**config.mk**
```make
export PLATFORM = sky130hd
export DESIGN_NAME = dac_cmd_ctrl
export DESIGN_NICKNAME = d
export VERILOG_FILES = /design/src/rtl/dac_cmd_pkg.sv /design/src/rtl/dac_cmd_timer.sv /design/src/rtl/dac_cmd_shifter.sv /design/src/rtl/dac_cmd_ctrl.sv
export SDC_FILE = /design/constraint.sdc
export NUM_CORES = 1
export LEC_CHECK = 0
export BUFFER_PORTS_ARGS = -buffer_cell sky130_fd_sc_hd__clkbuf_2
export CAP_MARGIN = 20
export CORE_ASPECT_RATIO = 1.2
export CORE_UTILIZATION = 57
export CTS_CLUSTER_SIZE = 40
export DETAILED_ROUTE_END_ITERATION = 8
export PLACE_DENSITY = 0.87
export RECOVER_POWER = 50
export SETUP_SLACK_MARGIN = 0.15
export SYNTH_ARGS = -nofsm -noshare
export SYNTH_HDL_FRONTEND = slang
export SYNTH_SLANG_ARGS = --single-unit
```
**constraint.sdc**
```tcl
create_clock -name clk_i -period 2.7 [get_ports clk_i]
set_input_delay 0.27 -clock clk_i [delete_from_list [all_inputs] [get_ports clk_i]]
set_output_delay 0.27 -clock clk_i [all_outputs]
set_load 0.02 [all_outputs]
```
**src/rtl/dac_cmd_pkg.sv**
```systemverilog
package dac_cmd_pkg;

  typedef enum logic [2:0] {
    ST_IDLE,
    ST_LEAD,
    ST_HIGH,
    ST_LOW,
    ST_LOADP,
    ST_LDACP
  } seq_state_e;

  function automatic int unsigned ns_to_cyc(int unsigned ns, int unsigned per_ns);
    return (ns + per_ns - 1) / per_ns;
  endfunction

  function automatic int unsigned max3(int unsigned a, int unsigned b, int unsigned c);
    int unsigned m;
    m = (a > b) ? a : b;
    return (m > c) ? m : c;
  endfunction

endpackage

```
**src/rtl/dac_cmd_timer.sv**
```systemverilog
module dac_cmd_timer #(
  parameter int unsigned CNT_W = 8
) (
  input  logic             clk_i,
  input  logic             rst_ni,
  input  logic             load_i,
  input  logic [CNT_W-1:0] val_i,
  output logic             done_o
);
  logic [CNT_W-1:0] cnt_q;

  always_ff @(posedge clk_i or negedge rst_ni) begin
    if (!rst_ni)            cnt_q <= '0;
    else if (load_i)        cnt_q <= val_i;
    else if (cnt_q != '0)   cnt_q <= cnt_q - 1'b1;
  end

  assign done_o = (cnt_q == '0);
endmodule

```
**src/rtl/dac_cmd_shifter.sv**
```systemverilog
module dac_cmd_shifter #(
  parameter int unsigned FRAME_W = 12
) (
  input  logic               clk_i,
  input  logic               rst_ni,
  input  logic               load_i,
  input  logic [FRAME_W-1:0] word_i,
  input  logic               adv_i,
  input  logic               fall_i,
  output logic               bit_o,
  output logic               last_o
);
  localparam int unsigned BC_W = $clog2(FRAME_W + 1);

  logic [FRAME_W-1:0] sr_q;
  logic [BC_W-1:0]    left_q;

  always_ff @(posedge clk_i or negedge rst_ni) begin
    if (!rst_ni) begin
      sr_q   <= '0;
      left_q <= '0;
    end else if (load_i) begin
      sr_q   <= word_i;
      left_q <= BC_W'(FRAME_W);
    end else begin
      if (adv_i)                     sr_q   <= {sr_q[FRAME_W-2:0], 1'b0};
      if (fall_i && left_q != '0)    left_q <= left_q - 1'b1;
    end
  end

  assign bit_o  = sr_q[FRAME_W-1];
  assign last_o = (left_q == '0);
endmodule

```
**src/rtl/dac_cmd_ctrl.sv**
```systemverilog
module dac_cmd_ctrl
  import dac_cmd_pkg::*;
#(
  parameter int unsigned CLK_PERIOD_NS = 10,
  parameter int unsigned SCLK_MAX_KHZ  = 1000,
  parameter int unsigned T_SU_NS       = 50,
  parameter int unsigned T_VAL_NS      = 50,
  parameter int unsigned T_LOADW_NS    = 250,
  parameter int unsigned T_LDACW_NS    = 250,
  parameter int unsigned CHAN_W        = 3,
  parameter int unsigned CODE_W        = 8
) (
  input  logic              clk_i,
  input  logic              rst_ni,
  input  logic              req_valid_i,
  output logic              req_ready_o,
  input  logic [CHAN_W-1:0] req_chan_i,
  input  logic              req_range_i,
  input  logic [CODE_W-1:0] req_code_i,
  input  logic              batch_i,
  input  logic              commit_i,
  output logic              dac_clk_o,
  output logic              dac_data_o,
  output logic              dac_load_o,
  output logic              dac_ldac_o
);
  localparam int unsigned FRAME_W   = CHAN_W + 1 + CODE_W;
  localparam int unsigned HALF_NS   = (1_000_000 + 2*SCLK_MAX_KHZ - 1) / (2*SCLK_MAX_KHZ);
  localparam int unsigned HALF_CYC  = max3(ns_to_cyc(HALF_NS, CLK_PERIOD_NS),
                                           ns_to_cyc(T_SU_NS, CLK_PERIOD_NS),
                                           ns_to_cyc(T_VAL_NS, CLK_PERIOD_NS));
  localparam int unsigned LOAD_CYC  = ns_to_cyc(T_LOADW_NS, CLK_PERIOD_NS);
  localparam int unsigned LDAC_CYC  = ns_to_cyc(T_LDACW_NS, CLK_PERIOD_NS);
  localparam int unsigned MAX_CYC   = max3(HALF_CYC, LOAD_CYC, LDAC_CYC);
  localparam int unsigned CNT_W     = $clog2(MAX_CYC + 1);

  seq_state_e state_q, state_n;
  logic clk_q, clk_n, load_q, load_n, ldac_q, ldac_n;
  logic pend_q, pend_n, mode_q, mode_n;
  logic tmr_ld, tmr_done;
  logic [CNT_W-1:0] tmr_val;
  logic sh_ld, sh_adv, sh_fall, sh_last, sh_bit;
  logic commit_hit;

  dac_cmd_timer #(.CNT_W(CNT_W)) u_timer (
    .clk_i  (clk_i),
    .rst_ni (rst_ni),
    .load_i (tmr_ld),
    .val_i  (tmr_val),
    .done_o (tmr_done)
  );

  dac_cmd_shifter #(.FRAME_W(FRAME_W)) u_shift (
    .clk_i  (clk_i),
    .rst_ni (rst_ni),
    .load_i (sh_ld),
    .word_i ({req_chan_i, req_range_i, req_code_i}),
    .adv_i  (sh_adv),
    .fall_i (sh_fall),
    .bit_o  (sh_bit),
    .last_o (sh_last)
  );

  assign commit_hit = commit_i && mode_q;

  always_comb begin
    state_n = state_q;
    clk_n   = clk_q;
    load_n  = load_q;
    ldac_n  = ldac_q;
    mode_n  = mode_q;
    pend_n  = pend_q;
    tmr_ld  = 1'b0;
    tmr_val = '0;
    sh_ld   = 1'b0;
    sh_adv  = 1'b0;
    sh_fall = 1'b0;
    if (state_q != ST_IDLE) pend_n = pend_q | commit_hit;
    unique case (state_q)
      ST_IDLE: begin
        ldac_n = batch_i;
        mode_n = batch_i;
        pend_n = 1'b0;
        if (req_valid_i) begin
          sh_ld   = 1'b1;
          pend_n  = commit_i && batch_i;
          state_n = ST_LEAD;
          tmr_ld  = 1'b1;
          tmr_val = CNT_W'(HALF_CYC - 1);
        end else if (commit_i && batch_i && mode_q) begin
          ldac_n  = 1'b0;
          state_n = ST_LDACP;
          tmr_ld  = 1'b1;
          tmr_val = CNT_W'(LDAC_CYC - 1);
        end
      end
      ST_LEAD: if (tmr_done) begin
        clk_n   = 1'b1;
        state_n = ST_HIGH;
        tmr_ld  = 1'b1;
        tmr_val = CNT_W'(HALF_CYC - 1);
      end
      ST_HIGH: if (tmr_done) begin
        clk_n   = 1'b0;
        sh_fall = 1'b1;
        state_n = ST_LOW;
        tmr_ld  = 1'b1;
        tmr_val = CNT_W'(HALF_CYC - 1);
      end
      ST_LOW: if (tmr_done) begin
        tmr_ld = 1'b1;
        if (sh_last) begin
          load_n  = 1'b0;
          state_n = ST_LOADP;
          tmr_val = CNT_W'(LOAD_CYC - 1);
        end else begin
          clk_n   = 1'b1;
          sh_adv  = 1'b1;
          state_n = ST_HIGH;
          tmr_val = CNT_W'(HALF_CYC - 1);
        end
      end
      ST_LOADP: if (tmr_done) begin
        load_n = 1'b1;
        if (mode_q && (pend_q || commit_i)) begin
          ldac_n  = 1'b0;
          state_n = ST_LDACP;
          tmr_ld  = 1'b1;
          tmr_val = CNT_W'(LDAC_CYC - 1);
        end else begin
          state_n = ST_IDLE;
        end
      end
      ST_LDACP: if (tmr_done) begin
        ldac_n  = 1'b1;
        pend_n  = 1'b0;
        state_n = ST_IDLE;
      end
      default: state_n = ST_IDLE;
    endcase
  end

  always_ff @(posedge clk_i or negedge rst_ni) begin
    if (!rst_ni) begin
      state_q <= ST_IDLE;
      clk_q   <= 1'b0;
      load_q  <= 1'b1;
      ldac_q  <= 1'b0;
      pend_q  <= 1'b0;
      mode_q  <= 1'b0;
    end else begin
      state_q <= state_n;
      clk_q   <= clk_n;
      load_q  <= load_n;
      ldac_q  <= ldac_n;
      pend_q  <= pend_n;
      mode_q  <= mode_n;
    end
  end

  assign req_ready_o = (state_q == ST_IDLE);
  assign dac_clk_o   = clk_q;
  assign dac_data_o  = sh_bit;
  assign dac_load_o  = load_q;
  assign dac_ldac_o  = ldac_q;
endmodule

```
Word-level counts from Yosys, hierarchy flattened. Index checks and enable logic that the tools add are counted.

Register bits: 30. Input bits: 17. Output and inout bits: 5. Word-level logic and storage cells: 103.

Add/sub/neg operators: 2. Eq/ne operators: 14. Muxes and demuxes: 53. Bitwise gates (word level): 1. Reduce and logical (&&, ||, !) cells: 24.

Operators by type and width (number): two-way mux 6 bit (6); two-way mux 3 bit (9); two-way mux 1 bit (24); two-way mux 12 bit (2); case mux 6 bit (4 select lines) (1); case mux 3 bit (6 select lines) (1); inequality test 2 bit, second input constant (8); two-way mux 5 bit (3); case mux 1 bit (3 select lines) (3); nonzero test 3 bit (3); two-way mux 4 bit (2); AND reduction 4 bit (2); nonzero test 2 bit (4); equality test 3 x 2 -> 1 bit, second input constant (2); equality test 3 bit, second input constant (2); zero test 6 bit (1); AND reduction 6 bit (1); nonzero test 6 bit (1); subtractor 6 x 1 -> 6 bit, second input constant (1); logical AND 1 bit (5); AND reduction 5 bit (1); zero test 4 bit (1); case mux 1 bit (2 select lines) (2); nonzero test 4 bit (1); 8 further kinds (8).

Depth between registers and ports, before layout. Gate-level depths: netlist (run 1).

Depth in word-level cells: 6. Gate-level depth with buffers: 9. Mapped depth without buffers: 7.

Cells and area by module. Synthesis (run 1) repeated with hierarchy kept, for this count alone.

Cells, all modules: 182. Area total of the unflattened synthesis: 1730.4 sq um.

Modules (own cells, without submodules): dac_cmd_shifter (times used 1, cells an instance 73, area an instance 764.5 sq um, sequential area each 400.4 sq um); dac_cmd_ctrl (times used 1, cells an instance 69, area an instance 565.5 sq um, sequential area each 201.4 sq um); dac_cmd_timer (times used 1, cells an instance 40, area an instance 400.4 sq um, sequential area each 150.1 sq um).

Worst setup path after synthesis (run 1). Ideal clock, no wire load.

Kind: flip-flop to flip-flop. Start point: register u_timer.cnt_q[0]. End point: register u_shift.sr_q[10]. Library setup time: 125 ps. Arrival: 1833 ps. Required time: 2575 ps. Slack: 742 ps. Stages on the path, launching flop included: 9. Path buffers: 1. Clock period less this slack: 1958 ps. Cells stage by stage: dfrtp_1 -> inv_1 -> ha_1 -> nor2b_1 -> nand3_1 -> o21ai_1 -> nor2b_4 -> buf_6 -> mux2_4.

Cells in the longest elaborated chain, start to end: 4.

RTL lines: start: declaration (RTL line dac_cmd_timer.sv:10) `logic [CNT_W-1:0] cnt_q;`; start signal: assignment (RTL line dac_cmd_timer.sv:14) `else if (load_i) cnt_q <= val_i;`; start signal: assignment (RTL line dac_cmd_timer.sv:15) `else if (cnt_q != '0) cnt_q <= cnt_q - 1'b1;`; zero test 6 bit (RTL line dac_cmd_timer.sv:18) `assign done_o = (cnt_q == '0);`; two-way mux 1 bit (RTL line dac_cmd_ctrl.sv:110) `ST_LOW: if (tmr_done) begin`; two-way mux 1 bit (RTL line dac_cmd_ctrl.sv:79) `unique case (state_q)`; nonzero test 2 bit (no line); end signal: assignment (RTL line dac_cmd_shifter.sv:23) `sr_q <= word_i;`; end signal: assignment (RTL line dac_cmd_shifter.sv:26) `if (adv_i) sr_q <= {sr_q[FRAME_W-2:0], 1'b0};`; end: declaration (RTL line dac_cmd_shifter.sv:15) `logic [FRAME_W-1:0] sr_q;`.

Every way passes these cells. A chain may end at the register's enable or synchronous reset.

Worst setup path after layout (run 1).
Start point: register u_timer.cnt_q[0]. End point: register u_shift.sr_q[2].

Same word-level chain as after synthesis.

==> out/qor.txt, run 1 <==
Worst Path Max Fanout - 12
Most frequent cell after synthesis - nand2_1
Setup Skew - 0.01239 ns
Sw Ratio - 39.89%
Setup violators final - 0
Total Wirelength - 3.473 mm
PortBufs - 21
Routed WL per cell - 14.00 um
Worst Reg-to-Reg Cells - 7
Storage cell area - 752.0 um2
Routed vias/inst - 5.581
Multi-input logic area - 924.6 um2
CP endpoint kind - flip-flop
Dpl hpwl - 2.467 mm
Total Power - 2.023 mW
Area grow syn2layout - 9.009%
Critical path arrival - 2.52 ns
Critical path type - reg -> reg
LEAKAGE - 0.9204 nW
Hold crit path type - in -> reg
CTS buffer count - 5
Max-cap viol count - 1
H-tree levels - 2
Vias in the first global route - 1358
Failing checks - capacitance limit, slew limit
Worst rel slew slack - -3.267%
Yosys warning count - 0
GRT Resource Usage Total - 25.67%
# hold bufs at CTS - 1
Final net count - 231
Clock latency on the worst-skew pair - 0.34 ns
Source of the worst register-to-register timing path - u_timer.cnt_q[0]$_DFFE_PN0P_
Top FF cell, synth - dfrtp_1
Total congestion overflow - 0
I/O pins - 22
Mapped cell area - 1805 um2
Slew @ Worst Pin - 1.549 ns
Initial core utilization - 59.63%
Largest net degree at the start of global routing - 31
R2R Setup Slk - 0.41 ns
Peak supply drop - 563.2 uV
First-pass GRT wire length - 6.168 mm
Gpl congestion - 0.8301
Cell internal pwr - 1.216 mW
Core Box Area - 3028 um2
Run status - complete, but fails checks
Sequential share of power - 39.3%
Initial antenna violation count - 0
Fmax - 437.4 MHz
CP required - 2.93 ns
Final design utilization - 65.00%
Die area - 3397 um2
Drt pass-1 iters - 4
Post-CTS Resized - 0
Proportion of netlist area held by the largest area contributor - 40.19%
Clock sinks - 30
Cell area after placement - 1898 um2
Post-CTS Repair Setup Buffers - 0
DIE HEIGHT - 63.65 um
Comb pwr share - 46.5%
Post-synthesis average cell area - 9.553 um2
Final setup TNS - 0 ns
Hold path depth - 3
Residual DRC - 0
Cell accounting for the most synthesized area - dfrtp_1
Fill count - 253
Root Driver - clkbuf_4
Critical hold path startpoint - req_code_i[0]
Ratio of final minimum period to clock period - 84.67%
Post-synth EDFFs - 0
Row Count - 22
Fin. max-slew vios - 31
Post-synthesis register bit count - 30
Top cells by area, synth - dfrtp_1 40%, mux2_4 8.3%, nand2_1 8.3%
Proportion of layout cells with a drive suffix above 1 - 26.42%
Async SR Flop Fraction - 100.0%
Clock slew at reported path FFs - 0.10 ns
Psw - 0.8070 mW
Number of library cell types mapped by synthesis - 48
Synth cell count leaders - 40 x nand2_1, 29 x dfrtp_1, 15 x nor2_1
Syn nets - 209
Reg2reg end - u_shift.sr_q[2]$_DFFE_PN0P_
Final Hold Fails - 0
TritonCTS clock tree - built
Final ANT Viol Nets - 0
Min Tclk post-route - 2.286 ns
Clock share of power - 14.3%
Ant diodes - 0
RSZ-0062 raised after global routing - false
P per Cell Area - 1028 nW/um2
Cell area after layout - 1968 um2
Post-synthesis sequential area ratio - 41.65%
Hold Path Sink - u_shift.sr_q[0]$_DFFE_PN0P_
Die Wd - 53.38 um
Via Count - 1384
Syn Inst Count - 189
Initial detailed-routing violation count - 53
CTS max path bufs - 2
CP Launch Type - flip-flop
worst max path at each step:
stage | start | end | slack (ns)
4_1_cts | u_timer.cnt_q[0]$_DFFE_PN0P_ | u_shift.sr_q[2]$_DFFE_PN0P_ | 0.41
2_1_floorplan | u_timer.cnt_q[0]$_DFFE_PN0P_ | u_shift.sr_q[10]$_DFFE_PN0P_ | 0.74
5_1_grt | u_timer.cnt_q[0]$_DFFE_PN0P_ | u_shift.sr_q[2]$_DFFE_PN0P_ | 0.20
3_3_place_gp | u_timer.cnt_q[0]$_DFFE_PN0P_ | u_shift.sr_q[2]$_DFFE_PN0P_ | 0.50
3_5_place_dp | u_timer.cnt_q[0]$_DFFE_PN0P_ | u_shift.sr_q[2]$_DFFE_PN0P_ | 0.44
6_report | u_timer.cnt_q[0]$_DFFE_PN0P_ | u_shift.sr_q[2]$_DFFE_PN0P_ | 0.41
cells in the final DEF, fill, tap and decap left out, types with 3 or more instances in the layout:
| cell type | synthesis | routed |
|---|---|---|
| clkbuf_4 | 0 | 5 |
| ha_1 | 3 | 3 |
| xnor2_1 | 5 | 5 |
| a21o_1 | 3 | 3 |
| nand3_1 | 4 | 4 |
| clkbuf_1 | 4 | 3 |
| nand2_1 | 40 | 40 |
| buf_4 | 1 | 5 |
| mux2_2 | 4 | 4 |
| dfrtp_1 | 29 | 29 |
| nor2_1 | 15 | 15 |
| mux2_4 | 10 | 10 |
| nor3_1 | 4 | 4 |
| inv_1 | 9 | 9 |
| clkbuf_2 | 0 | 18 |
| a21oi_1 | 8 | 8 |
| o21ai_0 | 3 | 3 |
worst max-delay path: stages (launching register included):
cell	delay [ns]
dfrtp_1	0.39
inv_1	0.13
ha_1	0.15
nor2b_1	0.28
nand3_1	0.23
o21ai_1	0.18
nor2b_4	0.44
mux2_2	0.38
power by group through the flow:
stage	clock, mW	combinational (mW)	sequential, mW
floorplan	0	0.791	0.780
finish	0.289	0.940	0.794
global route	0.322	1.06	0.819
CTS	0.297	0.945	0.793
detailed placement	0	0.943	0.797
global placement	0	0.903	0.795
per-layer routing:
layer	vias to the layer above	GRT usage [%]	share of wire [%]
met2	42	39.06	49
met1	641	32.25	44
met4	0	12.17	2.6
li1	691	-	-
met3	10	7.971	4.2
met5	-	0	0
flip-flops by register name, indices dropped and copies added (netlist names):
signal / count
dac_clk_o: 1
dac_ldac_o: 1
dac_load_o: 1
mode_q: 1
pend_q: 1
state_q: 3
u_shift.left_q: 4
u_shift.sr_q: 12
u_timer.cnt_q: 6
cell families after synthesis:
| logic type | after synthesis | synth area share [%] |
|---|---|---|
| AOI/OAI and AO/OA | 35 | 13.51 |
| and+or+nand+nor | 79 | 21.34 |
| xor gates and xnor gates | 6 | 2.911 |
| buffers and inverters | 21 | 7.137 |
| muxes | 15 | 11.36 |
| DFF | 30 | 41.65 |
| adders and majority gates | 3 | 2.079 |
through the flow:
stage | cells | hold slack [ns] | setup slack (ns)
2_1_floorplan | 189 | -0.02559 | 0.7422
3_3_place_gp | 239 | 0.3540 | 0.5049
3_5_place_dp | 239 | 0.3655 | 0.4444
4_1_cts | 248 | 0.1215 | 0.4060
5_1_grt | 248 | 0.1182 | 0.1992
6_report | 248 | 0.1385 | 0.4140
final cells by class:
class / instances / share of cell area, %
timing repair buffer: 27 / 7.565
clock inverter: 2 / 0.6357
inverter: 9 / 1.716
tap: 36 / 2.289
multi-input combinational: 138 / 46.98
clock buffer: 6 / 2.606
sequential: 30 / 38.21
Note: power is estimated with default switching activity, not from simulation.
==> inputs of run 2 (changes only) <==
ABC_AREA = 1   (was not set)
PLACE_DENSITY = 0.88   (was 0.87)
clock period = 2.3 ns   (was 2.7 ns; I/O delays follow)
==> run 2 against run 1 <==
Effect of this change:
- the run still ends with capacitance limit, slew limit left
- flip-flop and latch count stayed put
- clock-buffer cell count increased by 1
- core utilization is 1.4 points higher
- routed wire length shrank 4.0%
- combinational power rose by 7%
- synthesized area fell by 4.6%
- power is 7.5% higher
- synthesized cell count up 16%
- first-iteration DRC count is 21% lower
- fmax is 19% higher
- critical path type unchanged
==> out/qor.txt, run 2 <==
Run status - complete, but fails checks (unchanged)
Failing checks - capacitance limit, slew limit (unchanged)
Top Registers - u_shift.sr_q x12, u_timer.cnt_q x6, u_shift.left_q x4 (unchanged)
Final Hold Fails - 0 (unchanged)
Critical hold path startpoint - req_code_i[0] (unchanged)
PortBufs - 21 (unchanged)
Placed cells - 270 (was 239)
Max-cap viol count - 1 (unchanged)
Yosys warning count - 0 (unchanged)
Hold Path Sink - u_shift.sr_q[0]$_DFFE_PN0P_ (unchanged)
DIE HEIGHT - 62.21 um (was 63.65 um)
Core Box Area - 2838 um2 (was 3028 um2)
Residual DRC - 0 (unchanged)
Top cells by area, synth - dfrtp_1 42%, nand2_1 12%, inv_1 7.8% (was dfrtp_1 40%, mux2_4 8.3%, nand2_1 8.3%)
Total Wirelength - 3.333 mm (was 3.473 mm)
Final setup TNS - 0 ns (unchanged)
Initial core utilization - 60.67% (was 59.63%)
CP Launch Point - state_q[1]$_DFFE_PN0P_ (was u_timer.cnt_q[0]$_DFFE_PN0P_)
Gpl congestion - 0.8086 (was 0.8301)
Setup violators final - 0 (unchanged)
Clock latency on the worst-skew pair - 0.34 ns (about the same)
Psw - 0.9595 mW (was 0.8070 mW)
Setup Skew - 0.01633 ns (was 0.01239 ns)
Proportion of netlist area held by the largest area contributor - 42.15% (was 40.19%)
Commonest non-fill, non-tap cell in the layout - nand2_1 (unchanged)
TritonCTS clock tree - built (unchanged)
Reg with most FFs - u_shift.sr_q (unchanged)
Mapped cell area - 1722 um2 (was 1805 um2)
Reg2reg end - u_timer.cnt_q[5]$_DFFE_PN0P_ (was u_shift.sr_q[2]$_DFFE_PN0P_)
Ratio of final minimum period to clock period - 83.35% (was 84.67%)
Most frequent cell after synthesis - nand2_1 (unchanged)
Fmax - 521.6 MHz (was 437.4 MHz)
Most frequent cells in the layout - 54 x nand2_1, 36 x inv_1, 29 x dfrtp_1, 25 x o21ai_0, 19 x clkbuf_2 (was 40 x nand2_1, 29 x dfrtp_1, 18 x clkbuf_2, 15 x nor2_1, 10 x mux2_4)
Total congestion overflow - 0 (unchanged)
Synth cell count leaders - 54 x nand2_1, 36 x inv_1, 29 x dfrtp_1 (was 40 x nand2_1, 29 x dfrtp_1, 15 x nor2_1)
Top FF cell, synth - dfrtp_1 (unchanged)
CTS max path bufs - 2 (unchanged)
Hold path depth - 3 (unchanged)
Initial antenna violation count - 0 (unchanged)
Dpl hpwl - 2.475 mm (was 2.467 mm)
Drt pass-1 iters - 4 (unchanged)
H-tree levels - 2 (unchanged)
Initial detailed-routing violation count - 42 (was 53)
Hold crit path type - in -> reg (unchanged)
Die area - 3245 um2 (was 3397 um2)
R2R Setup Slk - 0.38 ns (was 0.41 ns)
Final net count - 264 (was 231)
Syn nets - 239 (was 209)
Fin. max-slew vios - 31 (unchanged)
Number of library cell types mapped by synthesis - 29 (was 48)
P per Cell Area - 1154 nW/um2 (was 1028 nW/um2)
Critical path arrival - 2.18 ns (was 2.52 ns)
# hold bufs at CTS - 1 (unchanged)
Syn Inst Count - 219 (was 189)
Clock share of power - 13.7% (was 14.3%)
Worst hold slack - 0.1031 ns (was 0.1385 ns)
Worst rel slew slack - -5.680% (was -3.267%)
Max reg flops - 12 (unchanged)
Final ANT Viol Nets - 0 (unchanged)
Proportion of layout cells with a drive suffix above 1 - 18.85% (was 26.42%)
Sw Ratio - 44.13% (was 39.89%)
Total Power - 2.174 mW (was 2.023 mW)
Slew @ Worst Pin - 1.585 ns (was 1.549 ns)
First-pass GRT wire length - 5.865 mm (was 6.168 mm)
Ant diodes - 0 (unchanged)
Routed WL per cell - 11.99 um (was 14.00 um)
Clock sinks - 30 (unchanged)
Critical path type - reg -> reg (unchanged)
Via Count - 1482 (was 1384)
Peak supply drop - 713.2 uV (was 563.2 uV)
LEAKAGE - 0.9386 nW (was 0.9204 nW)
Largest net degree at the start of global routing - 31 (unchanged)
Worst Reg-to-Reg Cells - 7 (unchanged)
CP endpoint kind - flip-flop (unchanged)
Root Driver - clkbuf_4 (unchanged)
Min Tclk post-route - 1.917 ns (was 2.286 ns)
Async SR Flop Fraction - 100.0% (unchanged)
CP Launch Type - flip-flop (unchanged)
Area grow syn2layout - 9.448% (was 9.009%)
GRT Resource Usage Total - 24.37% (was 25.67%)
Row Count - 21 (was 22)
Post-CTS Resized - 0 (unchanged)
CTS buffer count - 5 (unchanged)
Post-synthesis sequential area ratio - 43.68% (was 41.65%)
CP required - 2.56 ns (was 2.93 ns)
Post-synthesis register bit count - 30 (unchanged)
Clock slew at reported path FFs - 0.10 ns (about the same)
Cell internal pwr - 1.215 mW (was 1.216 mW)
Worst Path Max Fanout - 25 (was 12)
Post-synthesis average cell area - 7.861 um2 (was 9.553 um2)
Post-CTS Repair Setup Buffers - 0 (unchanged)
Source of the worst register-to-register timing path - state_q[1]$_DFFE_PN0P_ (was u_timer.cnt_q[0]$_DFFE_PN0P_)
Vias in the first global route - 1450 (was 1358)
Comb pwr share - 46.4% (was 46.5%)
Die Wd - 52.17 um (was 53.38 um)
Post-synth EDFFs - 0 (unchanged)
Routed vias/inst - 5.331 (was 5.581)
Post-Layout Cell Count - 278 (was 248)
RSZ-0062 raised after global routing - false (unchanged)
Cell accounting for the most synthesized area - dfrtp_1 (unchanged)
Sequential share of power - 39.9% (was 39.3%)
I/O pins - 22 (unchanged)
==> run 2: cell types whose count changed in the layout (fill, tap and decap cells not counted), moves of 5 or more <==
cell	delta
mux2_4	-10
nand3_1	+5
o21ai_1	+5
o21ai_2	+8
inv_1	+27
o21ai_0	+22
nand2_1	+14
==> run 2: area by class of cell <==
class | instances | area, um2
tap | 34 | 42.54
inverter | 38 | 142.6
timing repair buffer | 23 | 120.1
sequential | 30 | 752.0
clock buffer | 7 | 45.04
multi-input combinational | 146 | 782.0
fill | 254 | 953.4
==> run 2: cell families (layout without fill, tap and decap cells) <==
kind of cell,count (synthesis),after routing,synth area share (%)
simple gates,89,89,23.62
compound gates,51,51,18.24
xor+xnor,3,3,1.526
flops,30,30,43.68
buf+inv,43,68,10.76
fa+ha+maj,3,3,2.180
==> run 2: power by group through the flow <==
stage,registers [mW],clock network [mW],logic [mW]
5_1_grt,0.891,0.328,1.15
4_1_cts,0.867,0.305,1.02
6_report,0.868,0.298,1.01
2_1_floorplan,0.885,0,0.784
3_5_place_dp,0.877,0,1.01
3_3_place_gp,0.866,0,0.964
==> run 2: how the worst max path moves through the flow <==
stage	to	slack, ns	depth (start not counted)
3_5_place_dp	u_timer.cnt_q[5]$_DFFE_PN0P_	0.44	6
2_1_floorplan	u_timer.cnt_q[3]$_DFFE_PN0P_	0.89	10
3_3_place_gp	u_timer.cnt_q[5]$_DFFE_PN0P_	0.53	6
5_1_grt	u_shift.sr_q[11]$_DFFE_PN0P_	0.16	2
4_1_cts	u_timer.cnt_q[5]$_DFFE_PN0P_	0.40	6
6_report	u_timer.cnt_q[5]$_DFFE_PN0P_	0.38	7
==> run 2: per-stage QoR <==
step | area [um2] | util, % | setup slack [ns]
2_1_floorplan | 1722 | - | 0.8899
3_3_place_gp | 1834 | 64.64 | 0.5268
3_5_place_dp | 1834 | 64.64 | 0.4420
4_1_cts | 1889 | 66.58 | 0.4020
5_1_grt | 1884 | 66.40 | 0.1585
6_report | 1884 | 66.40 | 0.3829
==> run 2: layer usage <==
layer	global-route usage (%)	vias to the layer above	share of wire, %
met2	42.31	35	50
met3	5.637	7	4.2
met4	10.53	0	2.0
met1	27.52	688	44
met5	0	-	0
li1	-	752	-
==> run 2: critical path, cell delays in order, from the launching register on <==
cell and delay (ns):
dfrtp_1 0.43, nor2_1 0.24, nand2_2 0.19, nor2_8 0.29
inv_2 0.13, o21ai_4 0.27, nor2_1 0.12, a21oi_1 0.18
